### src/rtl/accsat_unit.sv
module accsat_unit #(
  parameter int W = 72,
  parameter int G = 8
) (
  input  logic         clk,
  input  logic         rst_n,
  input  logic         dsp_we,
  input  logic         dsp_sel,
  input  logic [W:0]   dsp_sum,
  input  logic         raw_we,
  input  logic         raw_sel,
  input  logic [W-1:0] raw_data,
  input  logic         sat_en_a,
  input  logic         sat_en_b,
  input  logic         wide_mode,
  input  logic         trap_en,
  input  logic         flag_clr,
  output logic [W-1:0] acc_a,
  output logic [W-1:0] acc_b,
  output logic         sat_a,
  output logic         sat_b,
  output logic         ovf_a,
  output logic         ovf_b,
  output logic         ovf_any,
  output logic         trap_req
);
  localparam int N = W - G;
  localparam logic [W-1:0] POS_WIDE = {1'b0, {(W-1){1'b1}}};
  localparam logic [W-1:0] NEG_WIDE = {1'b1, {(W-1){1'b0}}};
  localparam logic [W-1:0] POS_NAR  = {{(G+1){1'b0}}, {(N-1){1'b1}}};
  localparam logic [W-1:0] NEG_NAR  = {{(G+1){1'b1}}, {(N-1){1'b0}}};

  logic [W-1:0] acc_q [2];
  logic [1:0]   sat_q, ovf_q;
  logic         trap_q;

  wire          wrap    = dsp_sum[W] ^ dsp_sum[W-1];
  wire [G+1:0]  top_sum = dsp_sum[W:N-1];
  wire          nar_ovf = !((&top_sum) || !(|top_sum));
  wire          en      = dsp_sel ? sat_en_b : sat_en_a;
  wire [1:0]    dsel    = {dsp_sel, !dsp_sel} & {2{dsp_we}};
  wire [1:0]    rsel    = {raw_sel, !raw_sel} & {2{raw_we}};

  logic [W-1:0] res;
  logic         hit;

  always_comb begin
    res = dsp_sum[W-1:0];
    hit = 1'b0;
    if (en) begin
      if (wide_mode) begin
        if (wrap) begin
          hit = 1'b1;
          res = dsp_sum[W] ? NEG_WIDE : POS_WIDE;
        end
      end else if (nar_ovf) begin
        hit = 1'b1;
        res = dsp_sum[W] ? NEG_NAR : POS_NAR;
      end
    end
  end

  wire [G:0] top_res = res[W-1:N-1];
  wire       gov     = wide_mode && !((&top_res) || !(|top_res));

  always_ff @(posedge clk or negedge rst_n) begin
    if (!rst_n) begin
      acc_q[0] <= '0;
      acc_q[1] <= '0;
      sat_q    <= '0;
      ovf_q    <= '0;
      trap_q   <= 1'b0;
    end else begin
      trap_q <= dsp_we && !en && wrap && trap_en;
      for (int i = 0; i < 2; i++) begin
        if (dsel[i]) begin
          acc_q[i] <= res;
          ovf_q[i] <= gov;
        end else if (rsel[i]) begin
          acc_q[i] <= raw_data;
        end
        if (flag_clr)
          sat_q[i] <= 1'b0;
        else if (dsel[i] && hit)
          sat_q[i] <= 1'b1;
      end
    end
  end

  assign acc_a    = acc_q[0];
  assign acc_b    = acc_q[1];
  assign sat_a    = sat_q[0];
  assign sat_b    = sat_q[1];
  assign ovf_a    = ovf_q[0];
  assign ovf_b    = ovf_q[1];
  assign ovf_any  = |ovf_q;
  assign trap_req = trap_q;
endmodule

### config.mk
export PLATFORM = sky130hd
export DESIGN_NAME = accsat_unit
export DESIGN_NICKNAME = d
export VERILOG_FILES = /design/src/rtl/accsat_unit.sv
export SDC_FILE = /design/constraint.sdc
export NUM_CORES = 1
export LEC_CHECK = 0
export ABC_AREA = 1
export BUFFER_PORTS_ARGS = -buffer_cell sky130_fd_sc_hd__buf_2
export CAP_MARGIN = 20
export CORE_MARGIN = 2
export CORE_UTILIZATION = 53
export DETAILED_ROUTE_END_ITERATION = 7
export PLACE_DENSITY_LB_ADDON = 0.2
export SETUP_SLACK_MARGIN = 0.2
export SLEW_MARGIN = 40
export SYNTH_ARGS = -nofsm -noshare
export SYNTH_HDL_FRONTEND = slang
export SYNTH_SLANG_ARGS = --single-unit
### constraint.sdc
create_clock -name clk -period 1.2 [get_ports clk]
set_input_delay 0.06 -clock clk [delete_from_list [all_inputs] [get_ports clk]]
set_output_delay 0.06 -clock clk [all_outputs]
set_load 0.005 [all_outputs]
==> out/metrics.yaml, run 1 <==
clk_root_buffer_cell: "sky130_fd_sc_hd__clkbuf_16"
postSynthAreaPerCell_um2: 7.514
toolErrorMsg: "[ERROR DPL-0038] Utilization greater than 100%, impossible to legalize"
die_w_um: 125.6
worst_case_setup_slack_after_placement_ps: -488.0
placed_cells: 1526
boundaryPins: 306
run_status: "aborted with a tool error"
mapped_cell_area_um2: 7838
synthXorXnorAreaFrac_pct: 0
io_buffer_count: 305
crit_endpoint: "acc_a[46]$_DFFE_PN0P_/D"
worst_endpoint_kind: "register data pin"
sequential_cell_area_fraction_in_the_yosys_report_pct: 47.57
failed_stage: "global routing"
clock_sinks: 149
cts_bufs_inserted: 17
fp-row-count: 44
synth_cell_types: 30
cts_buffer_depth: 2
die_y_um: 125.6
share_of_synthesized_cell_area_in_full_adder_half_adder_and_majority_cells_pct: 0.3193
synth-simple-area-share_pct: 25.08
detailedPlacementHpwl_um: 17930
ys_warn_count: 0
synth_top_family_by_area: "simple AND/OR/NAND/NOR gates"
floorplan.initialDensity_pct: 54.13
postSynthNetCount: 1201
synth_compound_gate_area_share_pct: 18.04
h-tree-depth: 4
place.gp.congestion: 0.8990
yosys_register_bits: 149
syn_inst: 1043
fraction_of_synthesized_area_in_multiplexers_pct: 0
placed_area_um2: 10020
maximum_number_of_pins_on_one_net_before_global_route_repair: 52
[cell usage after synthesis (all sizes together)]
| cell | n | area [um^2] |
|---|---|---|
| nor2 | 13 | 53.80 |
| nand3b | 2 | 18.77 |
| nand3 | 5 | 30.03 |
| o21ai | 144 | 720.7 |
| nand2 | 476 | 1814 |
| or2 | 2 | 12.52 |
| clkbuf | 48 | 180.2 |
| buf | 25 | 197.7 |
| nor3b | 1 | 7.510 |
| nor3 | 2 | 10.01 |
| o311ai | 69 | 604.3 |
| inv | 87 | 326.6 |
| dfrtp | 149 | 3729 |
| a21oi | 11 | 55.05 |
| o211ai | 1 | 7.510 |
| ha | 2 | 25.02 |
| o221ai | 3 | 26.28 |
| nand4 | 3 | 18.77 |
[metrics by stage]
step           util [%]  TNS, ps
2_1_floorplan         -   -29530
4_1_cts           85.83   -630.5
3_3_place_gp      69.23   -56170
3_5_place_dp      69.23   -61880
[cell families after synthesis]
| kind of cell | after synthesis |
|---|---|
| flip-flops | 149 |
| buffers and inverters | 160 |
| adder cells (fa/ha/maj) | 2 |
| AND/OR/NAND/NOR | 504 |
| AO/OA/AOI/OAI | 228 |
[what timing repair did]
item,4_1_cts
buffers inserted,14
pin swaps,20
gates cloned,6
endpoints found under the hold margin,286
hold buffers,115
setup endpoints to repair,272
gates resized for setup,100
==> run 2, diff against run 1 <==
CORE_UTILIZATION = 40   (was 53)
PLACE_DENSITY_LB_ADDON = 0.15   (was 0.2)
SETUP_SLACK_MARGIN = unset   (was 0.2)
==> out/metrics.yaml, run 2 <==
critical_path.reg2reg.startpoint: "ovf_q[1]$_DFFE_PN0P_"
antenna_violating_nets_post_route: 0
setup_viol_count_final: 91
antenna_found_initial: 0
synth.top_cell.area_share_pct: 47.57
final_core_util_pct: 68.28
drive_gt1_share_pct: 42.79
synth-simple-area-share_pct: 25.08
fmaxAchievable_mhz: 758.2
most-common-layout-cells: "336 x sky130_fd_sc_hd__nand2_1, 300 x sky130_fd_sc_hd__buf_2, 149 x sky130_fd_sc_hd__dfrtp_1, 114 x sky130_fd_sc_hd__dlygate4sd3_1, 89 x sky130_fd_sc_hd__nand2_2"
power-per-cell-area_nw_per_um2: 1258
drcViolationCount: 0
maximum_number_of_pins_on_one_net_before_global_route_repair: 75
cp_cell_sequence: "buf_8 -> inv_4 -> ha_4 -> nor3b_2 -> nand2_1 -> nand2_2 -> nand2_4 -> nand3b_4 -> buf_8 -> clkbuf_16 -> nand2_2 -> nand2_2 -> o21ai_1 -> nand2_1"
class_of_the_most_critical_hold_timing_path: "primary input to register"
power_frac_comb_pct: 28.8
critical_path.slowest_cell: "sky130_fd_sc_hd__buf_8"
worstMarginPinSlew_ps: 390.9
worst_setup_hold_path_clk_slew_ps: 70
h-tree-depth: 4
placed_cells: 1610
r2r_slack_ps: 410
p_switching_mw: 5.462
ys_warn_count: 0
wl_um: 32110
final-max-slew-violation-count: 0
fraction_of_synthesized_area_in_multiplexers_pct: 0
worst_case_setup_slack_after_placement_ps: -584.1
power.leakage_nw: 6.855
timing.max_cap.violations: 0
vias_in_the_first_global_route: 9101
design.core.area_um2: 19330
post_drt_via_cell_ratio: 5.280
synth_area_leaders: "sky130_fd_sc_hd__dfrtp_1 48%, sky130_fd_sc_hd__nand2_1 22%, sky130_fd_sc_hd__o21ai_0 4.9%"
synth.largest_area_cell: "sky130_fd_sc_hd__dfrtp_1"
hold_viol_final: 0
sequential_cell_area_fraction_in_the_yosys_report_pct: 47.57
critPathMaxStageDelay_ps: 210
reg2reg_to: "ovf_q[1]$_DFFE_PN0P_"
iter_0_drt_violations: 540
boundaryPins: 306
most_common_library_cell_in_the_layout_ignoring_fill_and_taps: "sky130_fd_sc_hd__nand2_1"
post-layout-total-power_mw: 16.61
avgRoutedWirePerCell_um: 18.07
worst_hold_slack_ps: 16.94
mapped_cell_area_um2: 7838
cellInternalPower_mw: 11.15
clk_root_buffer_cell: "sky130_fd_sc_hd__clkbuf_16"
die_y_um: 144.0
finish.cell_count_without_fillers: 1777
global_route_wire_length_before_repair_um: 46420
violations: "negative setup slack"
fin_crit_ps: 1319
timing.reg2reg.worst_path_depth: 3
run_status: "finished with violations"
hold-path-cell-count: 3
synth_top_family_by_area: "simple AND/OR/NAND/NOR gates"
place.gp.congestion: 0.8597
cp_data_required_time_ps: 1510
io_buffer_count: 305
worst_clock_skew_ps: 0
die_w_um: 144.0
cts_buffer_depth: 2
synth_top_flop_cell: "sky130_fd_sc_hd__dfrtp_1"
async_reset_ff_share_pct: 100.0
crit_path_max_fanout: 8
detailedRoute.firstPassIterationCount: 5
tritoncts_clock_tree: "done"
yosys_register_bits: 149
postSynthAreaPerCell_um2: 7.514
cts_bufs_inserted: 17
worstHoldStart: "raw_data[69]"
fin_crit_sh_pct: 109.9
unrepaired_setup_endpoints_after_global_routing: "yes"
seqPwrFrac_pct: 37.2
worstSetupEndpointType: "register"
areaGrowthSynthToFinish_pct: 68.44
clock_power_share_pct: 34.0
synth-edff-count: 0
floorplan.initialDensity_pct: 40.54
grt-ovfl-total: 0
design.die.area_um2: 20730
detailedPlacementHpwl_um: 19100
insertedDiodeCount: 0
post_synth_most_frequent_cells: "469 x sky130_fd_sc_hd__nand2_1, 149 x sky130_fd_sc_hd__dfrtp_1, 85 x sky130_fd_sc_hd__inv_1"
synth_cell_types: 30
path_class: "primary input to register"
synth_compound_gate_area_share_pct: 18.04
worst_ep_arrival_time_ps: 1630
worst_slew_margin_rel_pct: 73.94
power.share.switching_pct: 32.88
postSynthNetCount: 1201
share_of_synthesized_cell_area_in_full_adder_half_adder_and_majority_cells_pct: 0.3193
synthXorXnorAreaFrac_pct: 0
globalRouteTotalUtil_pct: 29.03
clk-insertion-delay-late_ps: 420
fp-row-count: 51
irDropWorstVdd_mv: 1.080
via_count: 9383
final.setup.worst_slack_ps: -119.0
critPathLaunchType: "primary input"
synth.most_common_cell: "sky130_fd_sc_hd__nand2_1"
hold_end: "acc_a[69]$_DFFE_PN0P_"
layout.nets: 1657
syn_inst: 1043
cp_common_cell: "sky130_fd_sc_hd__nand2_2"
clock_sinks: 149
-- run 2: layout make-up --
| cell class | instances | area, um^2 |
|---|---|---|
| Sequential cell | 149 | 3729 |
| Fill cell | 1561 | 6133 |
| Clock inverter | 15 | 182.7 |
| Inverter | 87 | 331.6 |
| Multi-Input combinational cell | 734 | 4362 |
| Clock buffer | 17 | 425.4 |
| Timing Repair Buffer | 510 | 3840 |
| Tap cell | 265 | 331.6 |
-- run 2: worst max path at each step --
stage | start | slack (ps) | depth (start not counted) | endpoint
2_1_floorplan | dsp_sum[72] | -240 | 13 | acc_b[25]$_DFFE_PN0P_
3_3_place_gp | dsp_sum[71] | -500 | 12 | acc_b[4]$_DFFE_PN0P_
3_5_place_dp | dsp_sum[71] | -580 | 12 | acc_a[22]$_DFFE_PN0P_
4_1_cts | ovf_q[1]$_DFFE_PN0P_ | -90 | 2 | ovf_any
5_1_grt | dsp_sum[71] | -180 | 14 | acc_b[31]$_DFFE_PN0P_
6_report | dsp_sum[71] | -120 | 14 | acc_b[8]$_DFFE_PN0P_
-- run 2: what timing repair did --
action / CTS / global route
buffers inserted: 11 / 3
resized for setup: 70 / 239
pin swaps: 21 / 86
setup endpoints to repair: 123 / 134
hold endpoints to repair: 282 / 1
hold buffers: 113 / 1
gates cloned: 8 / 4
-- run 2: metal layers --
| layer | vias up | share of wire [%] | GRT usage, % |
|---|---|---|---|
| met2 | 476 | 49 | 47.99 |
| met5 | - | 0 | 0 |
| li1 | 4349 | - | - |
| met3 | 101 | 8.4 | 6.623 |
| met1 | 4457 | 39 | 35.91 |
| met4 | 0 | 4.2 | 14.19 |
-- run 2: power groups by stage --
stage / Combinational (mW) / Sequential [mW] / Clock [mW]
after detailed placement: 3.55 / 6.23 / 0
after floorplan: 1.59 / 6.26 / 0
after global routing: 5.21 / 6.25 / 5.95
after CTS: 4.21 / 6.16 / 5.72
after global placement: 3.50 / 6.24 / 0
final: 4.78 / 6.18 / 5.65
-- run 2: metrics by stage --
stage / TNS, ps / cell area, um^2
5_1_grt: -13560 / 13200
2_1_floorplan: -29530 / 7863
3_3_place_gp: -65010 / 10070
3_5_place_dp: -70420 / 10070
4_1_cts: -1654 / 12350
6_report: -4668 / 13200
-- run 2: critical path: cells and delay by family --
kind	cells	cell delay, ps
AO/OA/AOI/OAI	1	150
adder cells (fa/ha/maj)	1	140
buffers and inverters	4	500
AND/OR/NAND/NOR	8	780
-- run 2: cells by family (layout without fill, tap and decap cells) --
group	count (synthesis)	after routing
compound gates	228	228
fa+ha+maj	2	2
buf+inv	160	629
flops	149	149
simple gates	504	504
Note: power is estimated with default switching activity, not from simulation.
